`config.mk`:
```
export PLATFORM = sky130hd
export DESIGN_NAME = cam_cfg_seq
export DESIGN_NICKNAME = d
export VERILOG_FILES = /design/src/rtl/cam_cfg_pkg.sv /design/src/rtl/cam_cfg_slot_timer.sv /design/src/rtl/cam_cfg_table.sv /design/src/rtl/cam_cfg_seq.sv
export SDC_FILE = /design/constraint.sdc
export NUM_CORES = 1
export LEC_CHECK = 0
export CORE_ASPECT_RATIO = 0.7
export CORE_MARGIN = 3
export CORE_UTILIZATION = 58
export CTS_BUF_LIST = sky130_fd_sc_hd__clkbuf_8
export DETAILED_ROUTE_END_ITERATION = 6
export GPL_ROUTABILITY_DRIVEN = 0
export GPL_TIMING_DRIVEN = 1
export HOLD_SLACK_MARGIN = 0.08
export PLACE_DENSITY = 0.77
export SLEW_MARGIN = 20
export SYNTH_ARGS = -nofsm -noshare
export SYNTH_HDL_FRONTEND = slang
export SYNTH_SLANG_ARGS = --single-unit
```
`constraint.sdc`:
```
create_clock -name clk -period 3.3 [get_ports clk]
set_input_delay 0.495 -clock clk [delete_from_list [all_inputs] [get_ports clk]]
set_output_delay 0.495 -clock clk [all_outputs]
set_load 0.01 [all_outputs]
```
`src/rtl/cam_cfg_pkg.sv`:
```
package cam_cfg_pkg;

  typedef enum logic [2:0] {
    SL_START,
    SL_BIT,
    SL_ACK,
    SL_STOP,
    SL_DONE
  } slot_e;

  // settings list, computed rather than stored
  function automatic logic [15:0] reg_addr_of(input int unsigned idx);
    return 16'(32'h3100 + idx * 32'd259);
  endfunction

  function automatic logic [7:0] reg_val_of(input int unsigned idx);
    return 8'h5A ^ 8'((idx * 32'd19) & 32'hFF);
  endfunction

  // byte k of a write frame
  function automatic logic [7:0] frame_byte(input logic [6:0] dev,
                                            input logic [15:0] addr,
                                            input logic [7:0] val,
                                            input logic [1:0] k);
    case (k)
      2'd0:    return {dev, 1'b0};
      2'd1:    return addr[15:8];
      2'd2:    return addr[7:0];
      default: return val;
    endcase
  endfunction

  // clock line released (high) for this slot and phase count
  function automatic logic scl_released(input slot_e s, input int c, input int q);
    case (s)
      SL_START:       return c < 3 * q;
      SL_BIT, SL_ACK: return (c >= q) && (c < 3 * q);
      SL_STOP:        return c >= q;
      default:        return 1'b1;
    endcase
  endfunction

  // data line pulled low for this slot and phase count
  function automatic logic sda_pull(input slot_e s, input int c, input int q,
                                    input logic bitv);
    case (s)
      SL_START: return c >= 2 * q;
      SL_BIT:   return !bitv;
      SL_STOP:  return c < 2 * q;
      default:  return 1'b0;
    endcase
  endfunction

endpackage

```
`src/rtl/cam_cfg_slot_timer.sv`:
```
module cam_cfg_slot_timer #(
  parameter int BIT_CYCLES = 500,
  localparam int CW = $clog2(BIT_CYCLES)
) (
  input  logic          clk,
  input  logic          rst_n,
  output logic [CW-1:0] cnt,
  output logic          slot_end,
  output logic          slot_mid
);
  localparam logic [CW-1:0] LAST = CW'(BIT_CYCLES - 1);
  localparam logic [CW-1:0] MID  = CW'(BIT_CYCLES / 2);

  always_ff @(posedge clk or negedge rst_n) begin
    if (!rst_n)        cnt <= '0;
    else if (slot_end) cnt <= '0;
    else               cnt <= cnt + 1'b1;
  end

  assign slot_end = (cnt == LAST);
  assign slot_mid = (cnt == MID);
endmodule

```
`src/rtl/cam_cfg_table.sv`:
```
module cam_cfg_table
  import cam_cfg_pkg::*;
#(
  parameter int ENTRIES = 4,
  localparam int IW = (ENTRIES > 1) ? $clog2(ENTRIES) : 1
) (
  input  logic [IW-1:0] idx,
  output logic [15:0]   addr,
  output logic [7:0]    val
);
  logic [15:0] addr_tbl [ENTRIES];
  logic [7:0]  val_tbl  [ENTRIES];

  for (genvar g = 0; g < ENTRIES; g++) begin : g_row
    assign addr_tbl[g] = reg_addr_of(g);
    assign val_tbl[g]  = reg_val_of(g);
  end

  assign addr = addr_tbl[idx];
  assign val  = val_tbl[idx];
endmodule

```
`src/rtl/cam_cfg_seq.sv`:
```
module cam_cfg_seq
  import cam_cfg_pkg::*;
#(
  parameter int         BIT_CYCLES = 500,
  parameter int         ENTRIES    = 4,
  parameter logic [6:0] DEV_ADDR   = 7'h3C
) (
  input  logic clk,
  input  logic rst_n,
  input  logic sda_in,
  output logic scl_low,
  output logic sda_low,
  output logic cfg_done,
  output logic nack_seen
);
  localparam int CW = $clog2(BIT_CYCLES);
  localparam int IW = (ENTRIES > 1) ? $clog2(ENTRIES) : 1;
  localparam int Q  = BIT_CYCLES / 4;
  localparam logic [IW-1:0] LAST_IDX = IW'(ENTRIES - 1);

  slot_e         slot;
  logic [CW-1:0] cnt;
  logic          slot_end, slot_mid;
  logic [2:0]    bit_idx;
  logic [1:0]    byte_idx;
  logic [IW-1:0] entry;
  logic          retried, txn_fail, ack_hi;
  logic [15:0]   cur_addr;
  logic [7:0]    cur_val, cur_byte;

  // named events for the checker
  logic in_ack, in_edge_slot, nack_evt;
  assign in_ack       = (slot == SL_ACK);
  assign in_edge_slot = (slot == SL_START) || (slot == SL_STOP);
  assign nack_evt     = in_ack && slot_end && ack_hi;

  cam_cfg_slot_timer #(.BIT_CYCLES(BIT_CYCLES)) u_timer (
    .clk(clk), .rst_n(rst_n), .cnt(cnt), .slot_end(slot_end), .slot_mid(slot_mid)
  );

  cam_cfg_table #(.ENTRIES(ENTRIES)) u_table (
    .idx(entry), .addr(cur_addr), .val(cur_val)
  );

  assign cur_byte = frame_byte(DEV_ADDR, cur_addr, cur_val, byte_idx);

  always_comb begin
    scl_low = !scl_released(slot, int'(cnt), Q);
    sda_low = sda_pull(slot, int'(cnt), Q, cur_byte[bit_idx]);
  end

  assign cfg_done = (slot == SL_DONE);

  always_ff @(posedge clk or negedge rst_n) begin
    if (!rst_n) begin
      slot      <= SL_START;
      bit_idx   <= 3'd7;
      byte_idx  <= 2'd0;
      entry     <= '0;
      retried   <= 1'b0;
      txn_fail  <= 1'b0;
      ack_hi    <= 1'b0;
      nack_seen <= 1'b0;
    end else begin
      if (in_ack && slot_mid) ack_hi <= sda_in;
      if (slot_end) begin
        unique case (slot)
          SL_START: begin
            slot     <= SL_BIT;
            bit_idx  <= 3'd7;
            byte_idx <= 2'd0;
          end
          SL_BIT: begin
            if (bit_idx == 3'd0) slot <= SL_ACK;
            else                 bit_idx <= bit_idx - 3'd1;
          end
          SL_ACK: begin
            if (ack_hi) begin
              nack_seen <= 1'b1;
              txn_fail  <= 1'b1;
              slot      <= SL_STOP;
            end else if (byte_idx == 2'd3) begin
              slot <= SL_STOP;
            end else begin
              byte_idx <= byte_idx + 2'd1;
              bit_idx  <= 3'd7;
              slot     <= SL_BIT;
            end
          end
          SL_STOP: begin
            txn_fail <= 1'b0;
            if (txn_fail && !retried) begin
              retried <= 1'b1;
              slot    <= SL_START;
            end else if (entry == LAST_IDX) begin
              slot <= SL_DONE;
            end else begin
              entry   <= entry + 1'b1;
              retried <= 1'b0;
              slot    <= SL_START;
            end
          end
          default: slot <= SL_DONE;
        endcase
      end
    end
  end
endmodule

```
### After elaboration in Yosys (flattened, before gate mapping)

Index checks and enable logic that the tools add are counted.

| operators by class | value |
|---|---|
| add/sub/neg operators | 4 |
| order comparisons | 6 |
| eq/ne operators | 16 |
| mux-type cells | 29 |
| bitwise gates (word level) | 3 |
| reduce and logical (&&, ||, !) cells | 20 |

Operators with widths:

| operator | count |
|---|---|
| binary-select mux 16 bit (select 2 bit) | 1 |
| two-way mux 16 bit | 2 |
| one-hot mux 8 bit (3 select lines) | 1 |
| two-way mux 3 bit | 6 |
| binary-select mux 8 bit (select 2 bit) | 1 |
| two-way mux 8 bit | 2 |
| != test 2 bit, second input constant | 6 |
| one-hot mux 3 bit (4 select lines) | 1 |
| adder 9 x 1 -> 9 bit, second input constant | 1 |
| == test 9 x 8 -> 1 bit, second input constant | 1 |
| == test 9 bit, second input constant | 1 |
| greater-or-equal comparator 9 x 7 -> 1 bit, second input constant | 1 |
| greater-or-equal comparator 9 x 8 -> 1 bit, second input constant | 1 |
| less-than comparator 9 x 8 -> 1 bit, second input constant | 1 |
| less-than comparator 9 bit, second input constant | 1 |
| two-way mux 9 bit | 1 |
| one-hot mux 3 bit (3 select lines) | 1 |
| AND reduction 3 bit | 3 |
| two-way mux 2 bit | 4 |
| AND reduction 4 bit | 2 |
| == test 2 bit, second input constant | 3 |
| == test 3 x 2 -> 1 bit, second input constant | 2 |
| logical NOT 3 bit | 2 |
| one-hot mux 1 bit (3 select lines) | 2 |
| other kinds (21) | 31 |

| word-level totals | value |
|---|---|
| flip-flop bits (word level) | 23 |
| input port bits | 3 |
| output and inout port bits | 4 |

### Depth between registers and ports, before layout

| depth | value |
|---|---|
| depth in word-level cells | 9 |
| mapped depth | 7 |
| depth with buffers taken out | 6 |

### Cells and area by module

Synthesis repeated with hierarchy kept, for this count alone.

| unflattened totals | value |
|---|---|
| cells, all modules | 200 |
| area total of the unflattened synthesis | 1,816.7 um^2 |

By module, submodules not included:

| module | times used | cells each | area each (um^2) |
|---|---|---|---|
| cam_cfg_seq | 1 | 121 | 1,072.3 |
| cam_cfg_slot_timer | 1 | 50 | 530.5 |
| cam_cfg_table | 1 | 29 | 214.0 |

### Worst setup path before layout

Ideal clock, no wire load.

| path | value |
|---|---|
| path kind | flip-flop to flip-flop |
| start point | register bit_idx[1] |
| end point | register bit_idx[0] |
| setup time | 82 ps |
| arrival | 1,941 ps |
| required time | 3,218 ps |
| path slack | 1,277 ps |
| cell stages (with the launch flop) | 8 |
| period minus slack after synthesis | 2,023 ps |
| path through | dfstp_2 > clkbuf_1 > inv_1 > ha_1 > nor2b_1 > o21ai_0 > and4_4 > mux2_4 |

| on the way | value |
|---|---|
| word-level cells in the longest chain between the ends | 3 |

RTL lines:

| what | RTL line | RTL |
|---|---|---|
| start: declaration | cam_cfg_seq.sv:24 | `logic [2:0] bit_idx;` |
| start signal: assignment | cam_cfg_seq.sv:75 | `else bit_idx <= bit_idx - 3'd1;` |
| logical NOT 3 bit | cam_cfg_seq.sv:74 | `if (bit_idx == 3'd0) slot <= SL_ACK;` |
| != test 2 bit (no source line) | -- |  |
| AND reduction 5 bit (no source line) | -- |  |

Every way passes these cells.
A chain may end at the register's enable or synchronous reset.

### Final worst setup path

| path | value |
|---|---|
| start point | register slot[1] |
| end point | output port sda_low |

| on the way | value |
|---|---|
| word-level cells in the longest chain between the ends | 2 |

RTL lines:

| what | RTL line | RTL |
|---|---|---|
| start: declaration | cam_cfg_seq.sv:21 | `slot_e slot;` |
| start signal: assignment | cam_cfg_seq.sv:56 | `slot <= SL_START;` |
| start signal: assignment | cam_cfg_seq.sv:69 | `slot <= SL_BIT;` |
| start signal: assignment | cam_cfg_seq.sv:74 |  |
| == test 3 x 2 -> 1 bit, or another cell as far along | cam_cfg_pkg.sv:46 | `case (s)` |
| one-hot mux 1 bit (3 select lines) (*) | cam_cfg_pkg.sv:46 |  |
| end: declaration | cam_cfg_seq.sv:12 | `output logic sda_low,` |

Mark *: on every way between the ends. The rest lies on a longest branch, timed or not.

==> impl_metrics.json <==
{
  "reg2reg_slack_ns": 1.12,
  "achievable-frequency_mhz": 330,
  "critPathRequiredTime_ns": 2.80,
  "cellLeakagePower_nw": 0.711,
  "ant_nets": 0,
  "core_area_um2": 2530,
  "timing.final.max_slew_violations": 0,
  "post_cts_resized": 0,
  "drtIter0Drc": 119,
  "track_usage_pct": 22.6,
  "drt_first_pass_iters": 4,
  "crit_arrival_ns": 2.54,
  "startpoint_type": "flop",
  "synth_sequential_area_ratio_pct": 36.6,
  "yosys_register_bits": 23,
  "async_reset_ff_share_pct": 100,
  "r2r_cells": 4,
  "antenna_cells": 0,
  "number_of_antenna_violations_at_the_first_check_in_global_routing": 0,
  "global_route.overflow_total": 0,
  "ys_warn_count": 0,
  "postSynthNetCount": 183,
  "numPortBuffers": 6,
  "detail_route.wl_per_cell_um": 16.6,
  "die_w_um": 68.4,
  "rr_endpoint": "bit_idx[1]",
  "rsz0062_at_grt": "false",
  "core.rowCount": 15,
  "post-layout-total-power_uw": 466,
  "final_nets": 185,
  "crit_path_max_fanout": 17,
  "hold_violations": 0,
  "finalWorstPathRequiredPeriod_ns": 3.03,
  "endpoint_kind": "output pin",
  "syn-mean-instance-area_um2": 9.47,
  "dieHeight_um": 49.7,
  "synthDominantAreaCellType": "sky130_fd_sc_hd__dfrtp_1",
  "first_pass_grt_wire_length_um": 5820,
  "vias": 1245,
  "postCtsSetupBuffers": 0,
  "share_of_layout_cells_above_drive_strength_1_pct": 10.7,
  "netlist.area_leader.share_pct": 31.6,
  "grt_max_degree": 24,
  "ir_drop_mv": 0.212,
  "power.density_cell_area_nw_per_um2": 278,
  "timing_worst_setup_path_type": "reg2out",
  "initial_core_utilization_pct": 62.4,
  "synth-edff-count": 0,
  "r2r_start": "u_timer.cnt[7]",
  "postCtsHoldBufs": 0,
  "route.detailed.drc": 0,
  "final-setup-viol-count": 0,
  "hpwl_um": 2410,
  "synthesis.instances": 167,
  "final_min_period_over_clock_period_pct": 92.0,
  "worst-slew-pin-transition_ns": 0.678,
  "clock_skew_ns": 0.00500,
  "clock_tree_from_tritoncts": "built",
  "cap_viol_max_count": 0,
  "run_status": "finished, final reports clean",
  "clock_sinks": 23,
  "area.growth.synth_to_final_pct": 6.01,
  "netlist-cell-type-count": 52,
  "synth_top_flop_cell": "sky130_fd_sc_hd__dfrtp_1",
  "totalWireLength_um": 3360,
  "setup_tns_ns": 0,
  "grt_pass1_vias": 1208,
  "synth.top_cells.by_area": "sky130_fd_sc_hd__dfrtp_1 (32%), sky130_fd_sc_hd__ha_1 (10%), sky130_fd_sc_hd__dfstp_2 (5.0%), sky130_fd_sc_hd__inv_1 (3.1%), sky130_fd_sc_hd__nand3_1 (2.8%)",
  "h-tree-depth": 1,
  "ios": 7,
  "hold_class": "in2async",
  "viasPerCell": 6.16,
  "synth.most_common_cell": "sky130_fd_sc_hd__dfrtp_1",
  "clk_latency_ns": 0.27,
  "clk_pin_slew_ns": 0.08,
  "cts_buffers": 3,
  "die_area_um2": 3400,
  "clk_path_buf_depth": 2,
  "post_synth_most_frequent_cells": "sky130_fd_sc_hd__dfrtp_1 (20), sky130_fd_sc_hd__ha_1 (13), sky130_fd_sc_hd__inv_1 (13)",
  "max_slew_margin_pct": 54.7,
  "cts.root.buffer_cell": "sky130_fd_sc_hd__clkbuf_8",
  "mappedNetlistArea_um2": 1580
}
==> critical path, stage by stage (launching register included) <==
cell	delay (ns)
sky130_fd_sc_hd__dfrtp_1	0.56
sky130_fd_sc_hd__nor3b_1	0.64
sky130_fd_sc_hd__nand2b_1	0.12
sky130_fd_sc_hd__a221o_1	0.28
sky130_fd_sc_hd__o211ai_1	0.09
sky130_fd_sc_hd__clkdlybuf4s50_1	0.58
==> worst max path at each step <==
stage	to	slack (ns)	cells past startpoint	start
after floorplan	bit_idx[0]	1.28	7	bit_idx[1]
after global placement	sda_low	0.77	7	entry[0]
after detailed placement	sda_low	0.61	5	slot[1]
after CTS	sda_low	0.29	5	slot[1]
after global routing	sda_low	0.08	5	slot[1]
final	sda_low	0.27	5	slot[1]
==> metal layers <==
layer,GRT usage (%),share of wire [%],vias up
li1,-,-,608
met4,3.96,0.51,0
met3,5.47,3.9,4
met5,0,0,-
met2,33.8,46,22
met1,33.3,50,611
==> power breakdown <==
part | leakage, nW | switching (mW) | total [mW] | internal [mW]
combinational | 0.391 | 0.00628 | 0.00845 | 0.00218
clock | 0.0255 | 0.0902 | 0.175 | 0.0844
sequential | 0.294 | 0.000969 | 0.283 | 0.282
total | 0.711 | 0.0974 | 0.466 | 0.369
==> cell families (layout without fill, tap and decap cells) <==
kind of cell / Yosys count / count (layout) / share of synthesized area [%]
DFF: 23 / 23 / 36.6
xor gates and xnor gates: 6 / 6 / 3.32
adders and majority gates: 13 / 13 / 10.3
and+or+nand+nor: 58 / 58 / 21.0
muxes: 7 / 7 / 5.30
AOI/OAI and AO/OA: 38 / 38 / 17.3
buffers and inverters: 22 / 23 / 6.17
==> metrics by stage <==
stage                     hold WS (ns)  setup WS (ns)  utilization (%)  cell area, um2  std cells
after detailed placement         0.457          0.614             64.5            1640        198
after floorplan                  0.199           1.28                -            1580        167
final                            0.186          0.266             66.2            1680        202
after CTS                        0.479          0.295             66.4            1680        202
after global placement           0.457          0.770             64.5            1640        198
after global routing             0.213         0.0798             66.2            1680        202
==> cells in the final DEF, fill, tap and decap left out, types with 3 or more instances in the layout <==
cell,count
sky130_fd_sc_hd__o21ai_0,8
sky130_fd_sc_hd__clkbuf_8,3
sky130_fd_sc_hd__nand3_1,9
sky130_fd_sc_hd__dfrtp_1,20
sky130_fd_sc_hd__ha_1,13
sky130_fd_sc_hd__nand2b_1,4
sky130_fd_sc_hd__xor2_1,4
sky130_fd_sc_hd__dfstp_2,3
sky130_fd_sc_hd__nand4_1,3
sky130_fd_sc_hd__and3_1,4
sky130_fd_sc_hd__o221ai_1,3
sky130_fd_sc_hd__nor2_1,11
sky130_fd_sc_hd__clkdlybuf4s50_1,5
sky130_fd_sc_hd__mux2_2,3
sky130_fd_sc_hd__inv_1,13
sky130_fd_sc_hd__a21oi_1,8
sky130_fd_sc_hd__nor3_1,4
sky130_fd_sc_hd__nand2_1,8
==> state kept, by name, indices dropped and copies added, names as in the netlist, 2 cells and up <==
register,flops
byte_idx,2
u_timer.cnt,9
entry,2
bit_idx,3
slot,3
==> final cells by class <==
type                    count  area [um2]
repair buffers              6        55.1
multi-input cells         122         905
well taps                  34        42.5
clock buffers               3        41.3
flip-flops and latches     23         579
inverters                  13        48.8
clock inverters             1        5.00
fillers                   206         857
Power figures use the tool's default switching activity.
